`config.mk`:
```
export PLATFORM = sky130hd
export DESIGN_NAME = dds_cmd_decoder
export DESIGN_NICKNAME = d
export VERILOG_FILES = /design/src/rtl/dds_cmd_pkg.sv /design/src/rtl/dds_cmd_route.sv /design/src/rtl/dds_tune_slot.sv /design/src/rtl/dds_cmd_decoder.sv
export SDC_FILE = /design/constraint.sdc
export NUM_CORES = 1
export LEC_CHECK = 0
export ABC_CLOCK_PERIOD_IN_PS = 1800
export BUFFER_PORTS_ARGS = -buffer_cell sky130_fd_sc_hd__buf_2
export CAP_MARGIN = 40
export CORE_AREA = 10 10 113 115
export DETAILED_ROUTE_END_ITERATION = 12
export DIE_AREA = 0 0 123 125
export PLACE_DENSITY = 0.87
export SLEW_MARGIN = 20
export SYNTH_ARGS = -nofsm -noshare
export SYNTH_HDL_FRONTEND = slang
export SYNTH_SLANG_ARGS = --single-unit
export TNS_END_PERCENT = 20
```
`constraint.sdc`:
```
create_clock -name clk -period 1.8 [get_ports clk]
set_input_delay 0.09 -clock clk [delete_from_list [all_inputs] [get_ports clk]]
set_output_delay 0.09 -clock clk [all_outputs]
set_load 0.05 [all_outputs]
```
`src/rtl/dds_cmd_pkg.sv`:
```
package dds_cmd_pkg;

    typedef enum logic [1:0] {
        DEST_CTRL  = 2'b00,
        DEST_TUNE0 = 2'b01,
        DEST_TUNE1 = 2'b10,
        DEST_PHASE = 2'b11
    } dest_e;

    localparam int NUM_TUNE  = 2;
    localparam int NUM_PHASE = 2;

endpackage

```
`src/rtl/dds_cmd_route.sv`:
```
module dds_cmd_route
    import dds_cmd_pkg::*;
#(
    parameter int CMD_W = 16
) (
    input  logic                 cmd_valid,
    input  logic [CMD_W-1:0]     cmd_word,
    output logic                 ctrl_we,
    output logic [NUM_TUNE-1:0]  tune_we,
    output logic [NUM_PHASE-1:0] phase_we
);
    localparam int SEL_BIT = CMD_W - 3;

    dest_e dest;

    always_comb begin
        dest     = dest_e'(cmd_word[CMD_W-1 -: 2]);
        ctrl_we  = 1'b0;
        tune_we  = '0;
        phase_we = '0;
        if (cmd_valid) begin
            unique case (dest)
                DEST_CTRL:  ctrl_we    = 1'b1;
                DEST_TUNE0: tune_we[0] = 1'b1;
                DEST_TUNE1: tune_we[1] = 1'b1;
                DEST_PHASE: phase_we[cmd_word[SEL_BIT]] = 1'b1;
                default:    ctrl_we    = 1'b0;
            endcase
        end
    end

endmodule

```
`src/rtl/dds_tune_slot.sv`:
```
module dds_tune_slot #(
    parameter int HALF_W = 14
) (
    input  logic                clk,
    input  logic                rst,
    input  logic                wr_en,
    input  logic                clr_seq,
    input  logic                full_mode,
    input  logic                hi_half,
    input  logic [HALF_W-1:0]   payload,
    output logic [2*HALF_W-1:0] value
);
    localparam int TUNE_W = 2 * HALF_W;

    typedef struct packed {
        logic              second;
        logic [HALF_W-1:0] stage;
        logic [TUNE_W-1:0] value;
    } slot_t;

    slot_t s_d, s_q;

    always_comb begin
        s_d = s_q;
        if (clr_seq) begin
            s_d.second = 1'b0;
        end else if (wr_en) begin
            if (full_mode) begin
                if (s_q.second) begin
                    s_d.value  = {payload, s_q.stage};
                    s_d.second = 1'b0;
                end else begin
                    s_d.stage  = payload;
                    s_d.second = 1'b1;
                end
            end else if (hi_half) begin
                s_d.value[TUNE_W-1:HALF_W] = payload;
            end else begin
                s_d.value[HALF_W-1:0] = payload;
            end
        end
    end

    always_ff @(posedge clk) begin
        if (rst) s_q <= '0;
        else     s_q <= s_d;
    end

    assign value = s_q.value;

    // the second write commits the staged low half and the new high half together
    p_full_commit_r3: assert property (@(posedge clk) disable iff (rst)
        (wr_en && !clr_seq && full_mode && s_q.second)
        |=> (value == {$past(payload), $past(s_q.stage)}));

    // the first write leaves the visible value untouched
    p_stage_hold_r3: assert property (@(posedge clk) disable iff (rst)
        (wr_en && !clr_seq && full_mode && !s_q.second) |=> $stable(value));

    p_split_lo_r4: assert property (@(posedge clk) disable iff (rst)
        (wr_en && !clr_seq && !full_mode && !hi_half)
        |=> (value[HALF_W-1:0] == $past(payload))
            && $stable(value[TUNE_W-1:HALF_W]));

    p_split_hi_r4: assert property (@(posedge clk) disable iff (rst)
        (wr_en && !clr_seq && !full_mode && hi_half)
        |=> (value[TUNE_W-1:HALF_W] == $past(payload))
            && $stable(value[HALF_W-1:0]));

    p_seq_clear_r7: assert property (@(posedge clk) disable iff (rst)
        clr_seq |=> !s_q.second);

    p_idle_hold_r8: assert property (@(posedge clk) disable iff (rst)
        !wr_en |=> $stable(value));

endmodule

```
`src/rtl/dds_cmd_decoder.sv`:
```
module dds_cmd_decoder
    import dds_cmd_pkg::*;
#(
    parameter int HALF_W  = 14,
    parameter int PHASE_W = 12
) (
    input  logic                clk,
    input  logic                rst,
    input  logic                cmd_valid,
    input  logic [HALF_W+1:0]   cmd_word,
    output logic [HALF_W-1:0]   ctrl_bits,
    output logic [2*HALF_W-1:0] tune0,
    output logic [2*HALF_W-1:0] tune1,
    output logic [PHASE_W-1:0]  phase0,
    output logic [PHASE_W-1:0]  phase1
);
    localparam int CMD_W    = HALF_W + 2;
    localparam int TUNE_W   = 2 * HALF_W;
    localparam int FULL_BIT = HALF_W - 1;
    localparam int HI_BIT   = HALF_W - 2;

    typedef struct packed {
        logic [HALF_W-1:0]                 ctrl;
        logic [NUM_PHASE-1:0][PHASE_W-1:0] phase;
    } regs_t;

    regs_t r_d, r_q;

    logic                 ctrl_we;
    logic [NUM_TUNE-1:0]  tune_we;
    logic [NUM_PHASE-1:0] phase_we;
    logic [TUNE_W-1:0]    tune_val [NUM_TUNE];

    dds_cmd_route #(.CMD_W(CMD_W)) u_route (
        .cmd_valid (cmd_valid),
        .cmd_word  (cmd_word),
        .ctrl_we   (ctrl_we),
        .tune_we   (tune_we),
        .phase_we  (phase_we)
    );

    for (genvar k = 0; k < NUM_TUNE; k++) begin : g_tune
        dds_tune_slot #(.HALF_W(HALF_W)) u_slot (
            .clk       (clk),
            .rst       (rst),
            .wr_en     (tune_we[k]),
            .clr_seq   (ctrl_we),
            .full_mode (r_q.ctrl[FULL_BIT]),
            .hi_half   (r_q.ctrl[HI_BIT]),
            .payload   (cmd_word[HALF_W-1:0]),
            .value     (tune_val[k])
        );
    end

    always_comb begin
        r_d = r_q;
        if (ctrl_we) r_d.ctrl = cmd_word[HALF_W-1:0];
        for (int p = 0; p < NUM_PHASE; p++) begin
            if (phase_we[p]) r_d.phase[p] = cmd_word[PHASE_W-1:0];
        end
    end

    always_ff @(posedge clk) begin
        if (rst) r_q <= '0;
        else     r_q <= r_d;
    end

    assign ctrl_bits = r_q.ctrl;
    assign tune0     = tune_val[0];
    assign tune1     = tune_val[1];
    assign phase0    = r_q.phase[0];
    assign phase1    = r_q.phase[1];

    p_route_onehot_r1: assert property (@(posedge clk) disable iff (rst)
        $onehot0({ctrl_we, tune_we, phase_we}));

    p_ctrl_load_r2: assert property (@(posedge clk) disable iff (rst)
        (cmd_valid && cmd_word[CMD_W-1 -: 2] == 2'b00)
        |=> (ctrl_bits == $past(cmd_word[HALF_W-1:0])));

    p_phase_sel_r5: assert property (@(posedge clk) disable iff (rst)
        (cmd_valid && cmd_word[CMD_W-1 -: 2] == 2'b11 && !cmd_word[CMD_W-3])
        |=> (phase0 == $past(cmd_word[PHASE_W-1:0])) && $stable(phase1));

    p_idle_hold_r8: assert property (@(posedge clk) disable iff (rst)
        !cmd_valid |=> $stable(ctrl_bits) && $stable(phase0) && $stable(phase1)
                       && $stable(tune0) && $stable(tune1));

    p_reset_clear_r9: assert property (@(posedge clk)
        rst |=> (ctrl_bits == '0) && (tune0 == '0) && (tune1 == '0)
                && (phase0 == '0) && (phase1 == '0));

endmodule

```
## Word level (Yosys, flattened, before mapping)

Index checks and enable logic that the tools add are counted.

| word-level totals | value |
|---|---|
| logic and storage cells | 51 |
| input port bits | 19 |
| register bits after elaboration | 124 |
| output and inout bits | 94 |

| operators by class | value |
|---|---|
| equal/unequal tests | 6 |
| bitwise logic cells | 3 |
| muxes and demuxes | 17 |
| reductions and logical operators | 12 |
| magnitude comparators | 2 |

Operators by type and width:

| cell | count |
|---|---|
| 2-to-1 mux 28 bit | 4 |
| 2-to-1 mux 14 bit | 2 |
| AND reduction 4 bit | 6 |
| 2-to-1 mux 1 bit | 7 |
| 2-to-1 mux 2 bit | 3 |
| != test 2 x 1 -> 1 bit, second input constant | 3 |
| equality test 2 bit, second input constant | 2 |
| AND reduction 2 bit | 2 |
| NOT 1 bit | 3 |
| equality test 2 x 1 -> 1 bit, second input constant | 1 |
| logical NOT 2 bit | 1 |
| < comparator 1 x 2 -> 1 bit, second input constant | 1 |
| nonzero test 2 bit | 1 |
| OR reduction 2 bit | 1 |
| demux 1 bit (select 1 bit) | 1 |
| >= comparator 1 bit, second input constant | 1 |
| logical AND 1 bit | 1 |

## Logic depth before layout (Yosys ltp)

| depth | value |
|---|---|
| depth after elaboration | 6 |
| depth in mapped cells | 6 |
| depth with buffers taken out | 3 |

## Hierarchy

Synthesis repeated with hierarchy kept, for this count alone.

| second synthesis, totals | value |
|---|---|
| cell total of the unflattened synthesis | 599 |
| area, all modules | 5853.1 µm² |

Modules (own cells, without submodules):

| module | cells an instance | area each (µm²) | sequential area each (µm²) | times used |
|---|---|---|---|---|
| dds_tune_slot | 236 | 2227.1 | 860.8 | 2 |
| dds_cmd_decoder | 122 | 1351.3 | 760.7 | 1 |
| dds_cmd_route | 5 | 47.5 | 0.0 | 1 |

## Worst setup path before layout

Ideal clock, no wire load.

| path | value |
|---|---|
| path type | register to register |
| start point | register r_q, in the netlist ctrl_bits[13] |
| end point | register g_tune[1].u_slot.s_q, in the netlist g_tune[1].u_slot.value[10] |
| required time | 1679 ps |
| path slack | 356 ps |
| clock period less this slack | 1444 ps |
| buffers on the path | 2 |
| data arrival time | 1324 ps |
| stages on the path, launching flop included | 6 |
| cell sequence | dfxtp_1 buf_2 and2_1 o21ai_2 buf_6 mux2_2 |

| between the ends | value |
|---|---|
| longest elaborated chain between the ends | 2 |
| elaborated cells between the ends (all ways) | 4 |
| those cells by class | eq/ne (2); mux (1); reduce/logical (1) |

RTL lines:

| item | RTL line | RTL |
|---|---|---|
| start: declaration | dds_cmd_decoder.sv:27 | `regs_t r_d, r_q;` |
| start signal: assignment | dds_cmd_decoder.sv:65 | `else r_q <= r_d;` |
| != test 2 x 1 -> 1 bit (no source line) | - |  |
| AND reduction 4 bit (no source line) | - |  |
| end signal: assignment | dds_tune_slot.sv:45 | `if (rst) s_q <= '0;` |
| end signal: assignment | dds_tune_slot.sv:46 | `else s_q <= s_d;` |
| end: declaration | dds_tune_slot.sv:21 | `slot_t s_d, s_q;` |

Several ways; a longest one is shown, not always the timed one.
A chain may end at the register's enable or synchronous reset.

## Final worst setup path

| path | value |
|---|---|
| start point | register r_q, in the netlist ctrl_bits[13] |
| end point | output ctrl_bits[13] |

RTL lines:

| item | RTL line | RTL |
|---|---|---|
| end: declaration | dds_cmd_decoder.sv:11 | `output logic [HALF_W-1:0] ctrl_bits,` |

No word-level cell between the ends.

==> qor.csv <==
stage,metric,value,unit
route,vias per std cell,5.19,
critical_path,CP Cell Sequence,buf_4 > buf_2,
floorplanning,# rows,38,
logic_synthesis,#FFs+latches synth,124,
logic_synthesis,Synth Area in Compound Gates,4.43,%
clock_tree,clock buffer depth,2,
logic_synthesis,sequential area share after synthesis,43.5,%
placed_design,Placer Congestion,0.847,
pwr,switching part of the total,22.5,%
critical_path,Critical Path Sink Type,output pin,
clock_tree,clock root buffer,clkbuf_8,
pwr,power per cell area,1050,mW/mm^2
finish,Area Growth Syn to Fin,17.2,%
floorplanning,Die X,123,um
placed_design,IO Port Bufs,112,
clock_tree,worst skew pair latency,0.51,ns
critical_path,Worst setup SP type,register,
clock_tree,total CTS buffers,17,
floorplanning,Core Area,0.0106,mm^2
pwr,Sw Pwr,1.58,mW
floorplanning,Starting Density,53.9,%
clock_tree,CTS H-Tree Depth,4,
route,via count,4240,
sta,slew of the pin with the lowest slew margin,0.533,ns
grt,largest net degree at the start of global routing,43,
sta,RSZ-0062 raised after global routing,no,
sta,Final Hold Fails,0,
logic_synthesis,synth unique cells,29,
finish,post-layout net count,682,
route,DR WL/cell,17.8,um
critical_path,R2R Setup Slk,0.30,ns
critical_path,biggest cell delay along the critical path,0.37,ns
clock_tree,setup bufs post-CTS,0,
floorplanning,# IOs,113,
finish,layout cells sized above 1,28.4,%
critical_path,slowest CP cell,dfxtp_2,
floorplanning,Die ar.,0.0154,mm^2
grt,first-pass GRT wire length,22.9,mm
grt,grt ovf,0,
critical_path,critical path class,register to output pin,
route,DRT Pass-1 Iters,4,
sta,final setup margin,0.267,ns
sta,fin. max-slew vios,0,
sta,Layout Skew,0.00762,ns
clock_tree,Clock Sinks,124,
hold_path,HP Class,input port to register,
floorplanning,Die Height,125,um
sta,Final setup viols,0,
sta,fmax,0.652,GHz
critical_path,CP required,1.71,ns
sta,slew margin rel.,64.3,%
clock_tree,Clock transition at path regs,0.06,ns
logic_synthesis,post-synthesis cell count,600,
route,initial DRC count,248,
clock_tree,CTS tree,yes,
flow_run,Max-cap violations,0,
logic_synthesis,main combinational cell family by area after synthesis,multiplexers,
logic_synthesis,multiplexer area fraction after synthesis,20.2,%
grt,initial antenna violation count,2,
outcome,outcome,finished clean,
placed_design,DP HPWL,10.3,mm
logic_synthesis,Yosys warnings,0,
pwr,clock power share,51.1,%
pwr,Flop pwr share,40.3,%
sta,fin crit share,85.2,%
logic_synthesis,area share of fa/ha/maj cells after synthesis,0,%
logic_synthesis,area share of and/or/nand/nor cells after synthesis,20.2,%
critical_path,CP Max Fanout,14,
logic_synthesis,Synth Area in XOR/XNOR,0,%
critical_path,crit-path leading delay family,buffers and inverters,
route,Remaining DRCs,0,
pwr,Int Pwr,5.43,mW
route,ANT nets after route,0,
pwr,power share of the combinational group,8.6,%
logic_synthesis,Post-Syn Nets,619,
placed_design,Place WS,0.335,ns
critical_path,CP Data Arrival Time,1.44,ns
logic_synthesis,Syn Area/Cell,9.52,um^2
pwr,total power,7.00,mW
logic_synthesis,Post-Synthesis Cell Area,0.00571,mm^2
critical_path,WP buf/inv,2,
sta,crit path time final,1.53,ns
grt,total track usage,18.9,%
grt,vias in the first global route,4419,
route,Post-Route WL,14.6,mm
pwr,Pleak,3.10,nW
sta,setup TNS,0,ns
pwr,Max VDD drop,613,uV
-- sequential cells by signal, summed over array words and instances, names as in the netlist --
name                 count
ctrl_bits               14
phase1                  12
phase0                  12
g_tune.u_slot.value     56
g_tune.u_slot.s_q       30
-- cells in the mapped netlist, drive strengths merged --
master,n,area share [%]
dfxtp,124,43
mux2i,84,15
buf,80,11
nand2,76,5.0
nand2b,72,7.9
a21oi,40,3.5
nor2b,31,3.4
nor2,29,2.0
mux2,28,5.5
clkbuf,17,1.1
o21ai,6,0.92
and3b,3,0.55
and2,2,0.22
nand3b,2,0.26
and4,1,0.15
and4b,1,0.18
nand4,1,0.11
nand4b,1,0.15
nor3b,1,0.22
or3b,1,0.15
-- worst register-to-register path, delay by kind of cell (launching register included) --
family          cells  cell delay, ns
mux                 1            0.40
simple gates        1            0.20
compound gates      1            0.43
flops               1            0.34
-- through the flow --
stage	instance area (um^2)	std cells	util [%]	hold WS (ns)
6_report	6690	817	63.1	0.0307
5_1_grt	6690	817	63.1	0.0352
2_1_floorplan	5710	600	-	0.226
3_5_place_dp	5920	770	55.9	0.411
3_3_place_gp	5920	770	55.9	0.395
4_1_cts	6690	816	63.1	0.000855
-- cell type report --
class | instances | area [um^2]
fillers | 876 | 3910
multi-input cells | 379 | 2560
flip-flops and latches | 124 | 2480
repair buffers | 141 | 841
clock buffers | 26 | 498
well taps | 140 | 175
clock inverters | 6 | 130
diodes | 1 | 2.50
-- worst paths after layout --
| path | from | end | cells past startpoint |
|---|---|---|---|
| setup / recovery | ctrl_bits[13] | ctrl_bits[13] | 2 |
| hold / removal | cmd_word[15] | ctrl_bits[12] | 4 |
| setup reg to reg | ctrl_bits[13] | g_tune[0].u_slot.value[11] | 3 |
| hold reg to reg | ctrl_bits[9] | ctrl_bits[9] | 2 |
-- cells in the final DEF (no fill, tap or decap) --
cell type and count:
dfxtp_1 123, mux2_2 28, nor2_1 28, a21oi_1 40, o21ai_2 3, and3b_4 1
nand2_1 76, buf_4 14, o21ai_4 1, buf_12 2, clkbuf_8 6, nand4_1 1
dfxtp_2 1, and4b_1 1, nand3b_1 2, diode_2 1, nand4b_1 1, mux2i_1 84
clkbuf_16 16, nand2b_1 72, and2_1 2, clkbuf_1 4, nor2b_1 31, or3b_1 1
buf_2 111, clkinv_2 2, bufinv_16 4, nor3b_2 1, nor2_2 1, and4_1 1
dlygate4sd3_1 14, and3b_1 1, o21ai_0 2, and3b_2 1
-- kinds of logic (layout without fill, tap and decap cells) --
group,count (synthesis),in the layout
flip-flops,124,124
AO/OA/AOI/OAI,46,46
buffers and inverters,97,173
AND/OR/NAND/NOR,221,221
other,0,1
multiplexers,112,112
-- what timing repair did --
action | CTS | global route
endpoints found under the hold margin | 38 | 0
hold buffers | 14 | 0
resized for setup | 0 | 0
-- metal layers --
| metal | global-route usage (%) | share of wire, % | vias to the layer above |
|---|---|---|---|
| met3 | 6.39 | 9.3 | 36 |
| met2 | 32.4 | 51 | 153 |
| met4 | 9.46 | 3.2 | 2 |
| li1 | - | - | 2041 |
| met1 | 20.3 | 36 | 2008 |
| met5 | 0 | 0.089 | - |
-- power by group through the flow --
| stage | sequential, mW | clock [mW] | combinational [mW] |
|---|---|---|---|
| final | 2.82 | 3.58 | 0.603 |
| after global routing | 2.83 | 3.75 | 0.646 |
| after CTS | 2.82 | 3.63 | 0.603 |
| after detailed placement | 2.88 | 0 | 0.577 |
| after global placement | 2.88 | 0 | 0.562 |
| after floorplan | 2.94 | 0 | 0.379 |
No activity file was read; power rests on OpenSTA's default activity.
